File: config.mk
export PLATFORM = sky130hd
export DESIGN_NAME = qcmd_issue_ctrl
export DESIGN_NICKNAME = d
export VERILOG_FILES = /design/src/rtl/qcmd_pkg.sv /design/src/rtl/qcmd_tag_check.sv /design/src/rtl/qcmd_outstanding.sv /design/src/rtl/qcmd_issue_fsm.sv /design/src/rtl/qcmd_issue_ctrl.sv
export SDC_FILE = /design/constraint.sdc
export NUM_CORES = 1
export LEC_CHECK = 0
export BUFFER_PORTS_ARGS = -buffer_cell sky130_fd_sc_hd__buf_2
export CORE_MARGIN = 5
export CORE_UTILIZATION = 47
export CTS_CLUSTER_SIZE = 40
export DETAILED_ROUTE_END_ITERATION = 12
export PLACE_DENSITY_LB_ADDON = 0.3
export REMOVE_ABC_BUFFERS = 1
export SLEW_MARGIN = 20
export SYNTH_ARGS = -nofsm -noshare
export SYNTH_HDL_FRONTEND = slang
export SYNTH_SLANG_ARGS = --single-unit
File: constraint.sdc
create_clock -name clk -period 3.77 [get_ports clk]
set_input_delay 0.5655 -clock clk [delete_from_list [all_inputs] [get_ports clk]]
set_output_delay 0.5655 -clock clk [all_outputs]
set_load 0.05 [all_outputs]
File: src/rtl/qcmd_pkg.sv
package qcmd_pkg;
  typedef enum logic [1:0] {
    ST_IDLE   = 2'd0,
    ST_PEND   = 2'd1,
    ST_LAUNCH = 2'd2
  } issue_state_t;
endpackage

File: src/rtl/qcmd_tag_check.sv
module qcmd_tag_check #(
  parameter int NTAG = 32,
  localparam int TAG_W = $clog2(NTAG),
  localparam int DEPTH_W = TAG_W + 1
) (
  input  logic               clk,
  input  logic               rst,
  input  logic [DEPTH_W-1:0] cfg_depth,
  input  logic [TAG_W-1:0]   tag,
  input  logic [NTAG-1:0]    active,
  output logic               tag_ok
);
  logic [DEPTH_W-1:0] depth_q;

  // depth is captured only while reset is held
  always_ff @(posedge clk) begin
    if (rst) depth_q <= cfg_depth;
  end

  always_comb begin
    tag_ok = (DEPTH_W'(tag) < depth_q) && !active[tag];
  end
endmodule

File: src/rtl/qcmd_outstanding.sv
module qcmd_outstanding #(
  parameter int NTAG = 32,
  localparam int TAG_W = $clog2(NTAG)
) (
  input  logic             clk,
  input  logic             rst,
  input  logic             set_en,
  input  logic [TAG_W-1:0] set_tag,
  input  logic             cpl_valid,
  input  logic [NTAG-1:0]  cpl_mask,
  output logic [NTAG-1:0]  active
);
  for (genvar i = 0; i < NTAG; i++) begin : g_bit
    always_ff @(posedge clk) begin
      if (rst)
        active[i] <= 1'b0;
      else if (set_en && set_tag == TAG_W'(i))
        active[i] <= 1'b1;
      else if (cpl_valid && cpl_mask[i])
        active[i] <= 1'b0;
    end
  end


  unique_tag_chk: assert property (@(posedge clk) disable iff (rst)
    set_en |-> !active[set_tag]);


  reset_clear_chk: assert property (@(posedge clk)
    rst |=> (active == '0));
endmodule

File: src/rtl/qcmd_issue_fsm.sv
module qcmd_issue_fsm
  import qcmd_pkg::*;
#(
  parameter int TAG_W = 5
) (
  input  logic             clk,
  input  logic             rst,
  input  logic             req_valid,
  input  logic [TAG_W-1:0] req_tag,
  input  logic             tag_ok,
  input  logic             dev_busy,
  output logic             req_ready,
  output logic             req_err,
  output logic             set_en,
  output logic [TAG_W-1:0] tag_q,
  output logic             launch_valid
);
  issue_state_t state_q;

  always_comb begin
    req_ready = (state_q == ST_IDLE);
    set_en    = (state_q == ST_PEND) && !dev_busy;
  end

  always_ff @(posedge clk) begin
    if (rst) begin
      state_q      <= ST_IDLE;
      req_err      <= 1'b0;
      launch_valid <= 1'b0;
      tag_q        <= '0;
    end else begin
      req_err      <= 1'b0;
      launch_valid <= 1'b0;
      case (state_q)
        ST_IDLE: if (req_valid) begin
          tag_q <= req_tag;
          if (tag_ok) state_q <= ST_PEND;
          else        req_err <= 1'b1;
        end
        ST_PEND: if (!dev_busy) state_q <= ST_LAUNCH;
        ST_LAUNCH: begin
          launch_valid <= 1'b1;
          state_q      <= ST_IDLE;
        end
        default: state_q <= ST_IDLE;
      endcase
    end
  end


  launch_once_chk: assert property (@(posedge clk) disable iff (rst)
    launch_valid |=> !launch_valid);
endmodule

File: src/rtl/qcmd_issue_ctrl.sv
module qcmd_issue_ctrl #(
  parameter int NTAG = 32,
  localparam int TAG_W = $clog2(NTAG),
  localparam int DEPTH_W = TAG_W + 1
) (
  input  logic               clk,
  input  logic               rst,
  input  logic [DEPTH_W-1:0] cfg_depth,
  input  logic               req_valid,
  input  logic [TAG_W-1:0]   req_tag,
  output logic               req_ready,
  output logic               req_err,
  input  logic               dev_busy,
  input  logic               cpl_valid,
  input  logic [NTAG-1:0]    cpl_mask,
  output logic [NTAG-1:0]    active,
  output logic               launch_valid,
  output logic [TAG_W-1:0]   launch_tag
);
  logic             tag_ok;
  logic             set_en;
  logic [TAG_W-1:0] tag_q;

  qcmd_tag_check #(.NTAG(NTAG)) u_check (
    .clk(clk), .rst(rst), .cfg_depth(cfg_depth),
    .tag(req_tag), .active(active), .tag_ok(tag_ok)
  );

  qcmd_issue_fsm #(.TAG_W(TAG_W)) u_fsm (
    .clk(clk), .rst(rst), .req_valid(req_valid), .req_tag(req_tag),
    .tag_ok(tag_ok), .dev_busy(dev_busy), .req_ready(req_ready),
    .req_err(req_err), .set_en(set_en), .tag_q(tag_q),
    .launch_valid(launch_valid)
  );

  qcmd_outstanding #(.NTAG(NTAG)) u_out (
    .clk(clk), .rst(rst), .set_en(set_en), .set_tag(tag_q),
    .cpl_valid(cpl_valid), .cpl_mask(cpl_mask), .active(active)
  );

  assign launch_tag = tag_q;


  set_before_launch_chk: assert property (@(posedge clk) disable iff (rst)
    launch_valid |-> $past(active[launch_tag]));


  busy_gate_chk: assert property (@(posedge clk) disable iff (rst)
    launch_valid |-> !$past(dev_busy, 2));
endmodule

---- Word level (Yosys, flattened, before mapping) ----
Cells that the tools add are included.
W data, S select, Z words.
storage, ports and cells
  bits in registers ....................... 47
  bits in latches ......................... 0
  memory bits (writable) .................. 0
  bits in read-only memories .............. 0
  bits of input ports ..................... 48
  output and inout port bits .............. 40
  word-level logic and storage cells ...... 254
  memories kept ........................... 0
cells by class
  $add $sub $neg .......................... 0
  multipliers ............................. 0
  divide/modulo/power cells ............... 0
  order comparisons ....................... 2
  equality and inequality tests ........... 36
  shift-type cells ........................ 0
  mux-type cells .......................... 72
  bitwise logic cells ..................... 2
  reductions and logical operators ........ 105
operators by type and width
  operator              count
  $eq A5 B5 Y1 const B  16
  $mux W1               67
  $logic_and A1 B1 Y1   66
  $reduce_bool A2 Y1    32
  $eq A5 B4 Y1 const B  8
  $eq A5 B3 Y1 const B  4
  $eq A5 B2 Y1 const B  2
  $lt A5 B6 Y1          1
  $lt A5 B6 Y1 const B  1
  $mux W2               3
  $bmux W1 S5           1
  $eq A5 B1 Y1 const B  1
  $logic_not A5 Y1      1
  $ne A2 B2 Y1 const B  2
  $pmux W2 S2           1
  $reduce_and A3 Y1     1
  $reduce_or A3 Y1      1
  $eq A2 B1 Y1 const B  1
  $eq A2 B2 Y1 const B  1
  $logic_not A1 Y1      2
  $logic_not A2 Y1      1
  $ne A2 B1 Y1 const B  1
  $not A1 Y1            2
  $reduce_and A2 Y1     1

---- Depth between registers and ports, before layout ----
Gate-level depths: netlist of the first run.
  depth after elaboration ................. 7
  depth in mapped cells ................... 7
  depth with buffers taken out ............ 6

---- Cells and area by module ----
A second synthesis of the first run with hierarchy kept.
second synthesis, totals
  cells, all modules ...................... 199
  area, all modules ....................... 2198.4 µm²
modules (own cells, without submodules)
  module            instances  cells an instance  area an instance (µm²)  sequential area each (µm²)
  qcmd_outstanding  1          116                1236.2                  640.6
  qcmd_tag_check    1          49                 590.6                   180.2
  qcmd_issue_fsm    1          34                 371.6                   180.2

---- Worst setup path before layout of the first run ----
No wires, ideal clock.
  path type ............................... register to register
  start ................................... register u_fsm.state_q[1]
  end ..................................... register u_fsm.tag_q[4]
  setup time .............................. 128 ps
  data arrival time ....................... 1620 ps
  setup slack ............................. 2023 ps
  cell stages (with the launch flop) ...... 6
  clock period less this slack ............ 1747 ps
  cell sequence ........................... dfxtp_1 nor2_1 and2_1 buf_2 mux2i_1 nor2_1
on the way
  word-level cells in the longest chain between the ends .. 2
ends and longest elaborated chain
  item                                line                   RTL
  from (decl)                         qcmd_issue_fsm.sv:18   issue_state_t state_q;
  from (signal assigned)              qcmd_issue_fsm.sv:27   state_q <= ST_IDLE;
  from (signal assigned)              qcmd_issue_fsm.sv:37   if (tag_ok) state_q <= ST_PEND;
  from (signal assigned)              qcmd_issue_fsm.sv:40   ST_PEND: if (!dev_busy) state_q <= ST_LAUNCH;
  $logic_not A2 Y1                    --
  net req_ready                       qcmd_issue_ctrl.sv:11  output logic req_ready,
  $reduce_and A2 Y1 (no source line)  --
  to (signal assigned)                qcmd_issue_fsm.sv:36   tag_q <= req_tag;
  to (decl)                           qcmd_issue_fsm.sv:15   output logic [TAG_W-1:0] tag_q,
The timed path passes the listed nets, and every way through them passes these cells.
A chain may end at the register's enable or synchronous reset.

---- Worst setup path after layout of the first run ----
  start ................................... register u_fsm.tag_q[2]
  end ..................................... output port launch_tag[2]
RTL lines
  item       line                   RTL
  to (decl)  qcmd_issue_ctrl.sv:18  output logic [TAG_W-1:0] launch_tag
No word-level cell between the ends.

==> results of run 1 <==
[cells in the final DEF (no fill, tap or decap), drive strengths merged]
cell	netlist	layout
o2111ai	1	1
dfxtp	41	41
edfxtp	6	6
a211oi	1	1
nor3	2	2
nand3	8	8
inv	5	5
a211o	1	1
a22oi	28	28
and2	2	2
ha	4	4
a21oi	5	5
a32oi	8	8
buf	7	87
and4	1	1
a41o	1	1
clkbuf	8	8
a21o	1	1
nand2	37	37
mux2i	21	21
nand2b	4	4
nor2b	7	7
nor4bb	1	1
nor3b	3	3
and3	2	2
nor2	43	43
[routing by layer]
metal  vias up  GRT usage (%)
met1       983          25.71
met3         8          4.195
li1       1037              -
met4         0          8.392
met2        52          32.17
met5         -              0
[layout make-up]
cell class	count	area (um^2)
Clock buffer	8	100.1
Fill cell	442	1922
Inverter	5	18.77
Multi-Input combinational cell	181	1116
Sequential cell	47	1001
Tap cell	54	67.56
Timing Repair Buffer	87	435.4
[report_power, final]
part,internal [mW],leakage (nW),switching (mW)
registers,0.520,0.390,0.0175
logic,0.0552,0.856,0.0925
clock network,0.167,0.0515,0.160
[worst min path at each step]
| stage | start | to | cells after the start |
|---|---|---|---|
| floorplan | u_fsm.state_q[0] | u_fsm.launch_valid | 1 |
| global placement | u_fsm.state_q[0] | u_fsm.launch_valid | 1 |
| detailed placement | u_fsm.state_q[0] | u_fsm.launch_valid | 1 |
| CTS | cfg_depth[1] | u_check.depth_q[1] | 1 |
| global route | cfg_depth[0] | u_check.depth_q[0] | 1 |
| finish | cfg_depth[1] | u_check.depth_q[1] | 1 |
[flip-flops by register name (all words and copies together) (netlist names)]
register,cells
u_out.active,32
u_check.depth_q,6
u_fsm.state_q,2
u_fsm.tag_q,5
u_fsm.launch_valid,1
u_fsm.req_err,1
[stage by stage]
stage	area [um^2]	hold WS [ps]	cells	total power, mW	worst slack [ps]
finish	2739	439.1	382	1.012	1894
global route	2739	413.5	382	1.061	1828
CTS	2739	431.3	382	1.018	1906
detailed placement	2639	457.4	374	0.6964	1758
global placement	2639	459.4	374	0.6937	1830
floorplan	2136	420.7	233	0.6272	2004
[cells by family (layout without fill, tap and decap cells)]
family	count (synthesis)	in the layout	synth area share (%)
AO/OA/AOI/OAI	46	46	15.66
adder cells (fa/ha/maj)	4	4	2.254
buffers and inverters	20	100	4.676
flip-flops	47	47	45.07
multiplexers	21	21	9.465
AND/OR/NAND/NOR	110	110	22.87
==> reports/results.ini, run 1 <==
[outcome]
status=completed

[drt]
met3_length_um=258
dr.pass1.iters=4
highest_layer=met4
drc=0
via_per_inst=5.445
routedWlPerCell_um=15.64
drt_iter0_markers=183
ant_nets=0
drt-met1-wl_mm=2.679
drt-total-wl_mm=5.976
dr_wl_met2_mm=2.934
via_count=2080

[cells_and_area]
utilization_pct=58.77
area_growth_pct=23.32
drive_above_1_share_pct=30.18
nets=379
antenna_cells=0

[timing]
clock_skew_ps=7.134
rsz0062_at_grt=false
period_needed_ps=1876
slew_violations=0
tightest_slew_ps=859.3
slew_headroom_pct=42.71
final-setup-viol-count=0
final.setup.tns_ps=0
fmax_mhz=533.0
hold_violations=0
min_period_over_period_pct=49.77

[floorplan]
ios=88
fp.dieH_um=78.74
initial_core_util_pct=47.65
placeableCoreArea_um2=4661
fp.dieArea_um2=6200
std_cell_rows=25
dieWidth_um=78.74

[logic_synthesis]
synth_area_per_cell_um2=8.955
synthTopCellsByCount=nor2_1, dfxtp_1, nand2_1
synth_cell_types=30
synth_edf_count=6
ys_top_cells_by_area=dfxtp_1, a22oi_1, mux2i_1
synth_top_cell_by_area=dfxtp_1
ys.flop_type=dfxtp_1
ys_seq_area_share_pct=45.07
async_flop_share_pct=0
ys_ff_latch=47
ys_warn_count=0
synthCells=248
synth_most_common_cell=nor2_1
yosys.area.top_type_share_pct=36.96
syn_area_um2=2221

[min_path]
hold_class=primary input to flop

[cts]
ctsHoldBuffers=0
clk_pin_slew_worst_paths_ps=80
cts_tree=done
post-cts-setup-buffers=0
cts_buffers=5
cts_htree_levels=2
cts_resized=0
ctsRootBufferMaster=clkbuf_8
clk_latency_ps=300
clkSinkCount=47
cts.path.max_buffers=2

[critical_path]
r2r-start=u_fsm.tag_q[2]
cp-start-kind=flop
r2r-end=u_out.active[7]
crit_path_max_incr_delay_ps=650
worstPathMaxFanout=12
end_kind=output pin
critical_path.endpoint=launch_tag[2]
r2r_slack_ps=1960
rr_worst_depth=4
worst-path-buf-inv=1
crit_slowest_cell=dfxtp_1
crit_type=flop to output pin
path_delay_family=flip-flops
cp_cell_sequence=buf_2
crit_start=u_fsm.tag_q[2]
cp_num_cells=1
arrival_ps=1310
required_ps=3200

[pwr]
ir_worst_vdd_mv=0.2302
powerDensity_nw_per_um2=369.3
p_leak_nw=1.297

[global_routing]
grt_pass1_vias=1971
antenna_found_initial=0
grt_usage_pct=19.89
grt_max_degree=47
grt_pass1_wl_mm=9.632
grt-ovfl-total=0

[place]
port_buffers=87
hpwlAfterDp_mm=4.475
place.gp.congestion=0.7766

[run]
drv_cap=0

Note: power is estimated with default switching activity, not from simulation.
==> run 2: changes to the inputs <==
Settings changed: ABC_AREA from default to 1.
Clock period 3.77 ns to 1.8 ns, I/O delays scaled along.
==> run 2 against run 1 <==
Net effect: combinational power grew 140%; global-route usage shrank 0.16 points; synthesized cell count grew 42%; synthesized area grew 7.1%; critical path type is now flop to flop.
==> reports/results.ini, run 2 <==
[drt]
drt-total-wl_mm=6.143  ; +2.8%
via_count=2402  ; +15%
dr.pass1.iters=4  ; unchanged
ant_nets=0  ; unchanged
drc=0  ; unchanged
routedWlPerCell_um=12.24  ; -22%
via_per_inst=4.785  ; -12%
drt_iter0_markers=127  ; -31%

[floorplan]
fp.dieH_um=81.14  ; +3.0%
dieWidth_um=81.14  ; +3.0%
placeableCoreArea_um2=4817  ; +3.4%
ios=88  ; unchanged
fp.dieArea_um2=6584  ; +6.2%
std_cell_rows=25  ; unchanged
initial_core_util_pct=49.38  ; +1.7 points

[timing]
min_period_over_period_pct=75.25
final.setup.tns_ps=0  ; unchanged
period_needed_ps=1354
slew_headroom_pct=63.73  ; +21 points
slew_violations=0  ; unchanged
final-setup-viol-count=0  ; unchanged
hold_violations=0  ; unchanged
rsz0062_at_grt=false
clock_skew_ps=6.006  ; -1.128 ps
fin_ws_ps=445.5  ; -1448 ps
tightest_slew_ps=544.1  ; -315.2 ps
fmax_mhz=738.3

[place]
pre_cts_ws_ps=331.3  ; -1426 ps
place.gp.congestion=0.8887  ; +14%
hpwlAfterDp_mm=4.714  ; +5.3%
port_buffers=87  ; unchanged
dpl_cell_area_um2=2813  ; +6.6%

[pwr]
p_comb_share_pct=16.3  ; +1.7 points
p_int_mw=1.549  ; +110%
p_sw_share_pct=27.92  ; +1.3 points
powerDensity_nw_per_um2=737.9  ; +100%
p_leak_nw=1.367  ; +5.3%
ir_worst_vdd_mv=0.3494  ; +52%
p_total_mw=2.149  ; +110%
p_switching_uw=600.0  ; +120%
pwr-share-seq_pct=51.7  ; -1.4 points
pwr-share-clk_pct=32.0  ; -0.3 points

[cts]
ctsHoldBuffers=0  ; unchanged
cts_htree_levels=2  ; unchanged
clkSinkCount=47  ; unchanged
clk_latency_ps=290  ; about the same
post-cts-setup-buffers=0  ; unchanged
clk_pin_slew_worst_paths_ps=80  ; about the same
cts.path.max_buffers=2  ; unchanged
cts_resized=0  ; unchanged
cts_buffers=5  ; unchanged
ctsRootBufferMaster=clkbuf_8
cts_tree=done

[logic_synthesis]
syn_area_um2=2379  ; +7.1%
synth_top_cell_by_area=dfxtp_1
ys_warn_count=0  ; unchanged
synth_edf_count=6  ; unchanged
synth_area_per_cell_um2=6.738  ; -25%
ys_top_cells_by_area=dfxtp_1, nand2_1, a21oi_1
synth_cell_types=25  ; -17%
ys_seq_area_share_pct=42.08  ; -3.0 points
yosys.area.top_type_share_pct=34.51  ; -2.4 points
synthCells=353  ; +42%
async_flop_share_pct=0  ; unchanged
ys.flop_type=dfxtp_1
ys_ff_latch=47  ; unchanged
synth_most_common_cell=nand2_1
synthTopCellsByCount=nand2_1, a21oi_1, dfxtp_1

[critical_path]
path_delay_family=compound AO/OA/AOI/OAI gates
crit_type=flop to flop
crit_slowest_cell=edfxtp_1
crit_path_max_incr_delay_ps=360  ; -290 ps
required_ps=2040  ; -1160 ps
cp_cell_sequence=inv_1 -> ha_1 -> a21oi_1 -> nor2_1 -> a211oi_2 -> nand3_1 -> nand2_1
r2r-start=u_check.depth_q[3]
crit_start=u_check.depth_q[3]
cp-start-kind=flop
arrival_ps=1600  ; +290 ps
worstPathMaxFanout=2  ; -10
worst-path-buf-inv=1  ; unchanged
r2r_slack_ps=450  ; -1510 ps
end_kind=flop

[cells_and_area]
antenna_cells=0  ; unchanged
utilization_pct=60.47  ; +1.7 points
regMostFlops=u_out.active
reg.largest.list=u_out.active (32), u_check.depth_q (6), u_fsm.tag_q (5)
stdcell_area_um2=2913  ; +6.3%
nets=486  ; +28%
area_growth_pct=22.46
layout_commonest_cell=nand2_1
largest_reg_flops=32  ; unchanged
layout_common_cells=nand2_1, buf_2, a21oi_1, dfxtp_1, inv_1
drive_above_1_share_pct=24.83  ; -5.4 points
fillCellCount=504  ; +14%

[global_routing]
antenna_found_initial=0  ; unchanged
grt-ovfl-total=0  ; unchanged
grt_pass1_wl_mm=10.15  ; +5.4%
grt_max_degree=33  ; -30%
grt_usage_pct=19.73  ; -0.16 points
grt_pass1_vias=2210  ; +12%

[min_path]
hold_class=primary input to flop
min-delay-start=cfg_depth[1]

[outcome]
status=completed

[run]
drv_cap=0  ; unchanged

==> run 2: cell types whose count changed in the layout (fill, tap and decap cells not counted), moves of 4 or more <==
cell      before  now
nand2_1       37  138
a21oi_1        5   41
inv_1          5   34
a22oi_1       28    1
mux2i_1       21    0
nand3_1        8   24
nor2_1        43   29
a32oi_1        8    0
nor2b_1        7    0
o21ai_0        0    5
nand2_2        0    4
nand2b_1       4    0
==> run 2: area by class of cell <==
cell class / count / area [um^2] / share of cell area (%)
tap: 67 / 83.83 / 2.878
timing repair buffer: 88 / 442.9 / 15.21
sequential: 47 / 1001 / 34.36
clock buffer: 8 / 100.1 / 3.436
multi-input combinational: 255 / 1139 / 39.09
inverter: 37 / 146.4 / 5.026
==> run 2: power groups by stage <==
stage / Combinational, mW / Sequential [mW] / Clock [mW]
after floorplan: 0.154 / 1.18 / 0
after global placement: 0.346 / 1.13 / 0
after detailed placement: 0.350 / 1.14 / 0
after CTS: 0.351 / 1.11 / 0.703
after global routing: 0.390 / 1.12 / 0.749
final: 0.350 / 1.11 / 0.688
==> run 2: kinds of logic (layout without fill, tap and decap cells) <==
kind of cell	after synthesis	count (layout)	synth area share (%)
compound gates	50	50	11.36
fa+ha+maj	4	4	2.104
buf+inv	51	133	10.05
flops	47	47	42.08
simple gates	201	201	34.40
==> run 2: layer usage <==
metal / wire (um) / track usage, % / vias up
li1: - / - / 1272
met1: 2671 / 25.91 / 1042
met2: 2962 / 33.09 / 84
met3: 470 / 4.656 / 4
met4: 40 / 4.054 / 0
met5: 0 / 0 / -
==> run 2: per-stage QoR <==
step	hold slack (ps)	cells
finish	148.3	502
global route	131.5	502
CTS	144.7	502
detailed placement	448.1	494
global placement	448.2	494
floorplan	339.1	339
==> run 2: final timing paths <==
path / to / cells after the start
worst min register to register: u_out.active[13] / 2
worst max-delay path: u_fsm.state_q[0] / 7
worst min-delay path: u_check.depth_q[1] / 1
worst max register to register: u_fsm.state_q[0] / 7
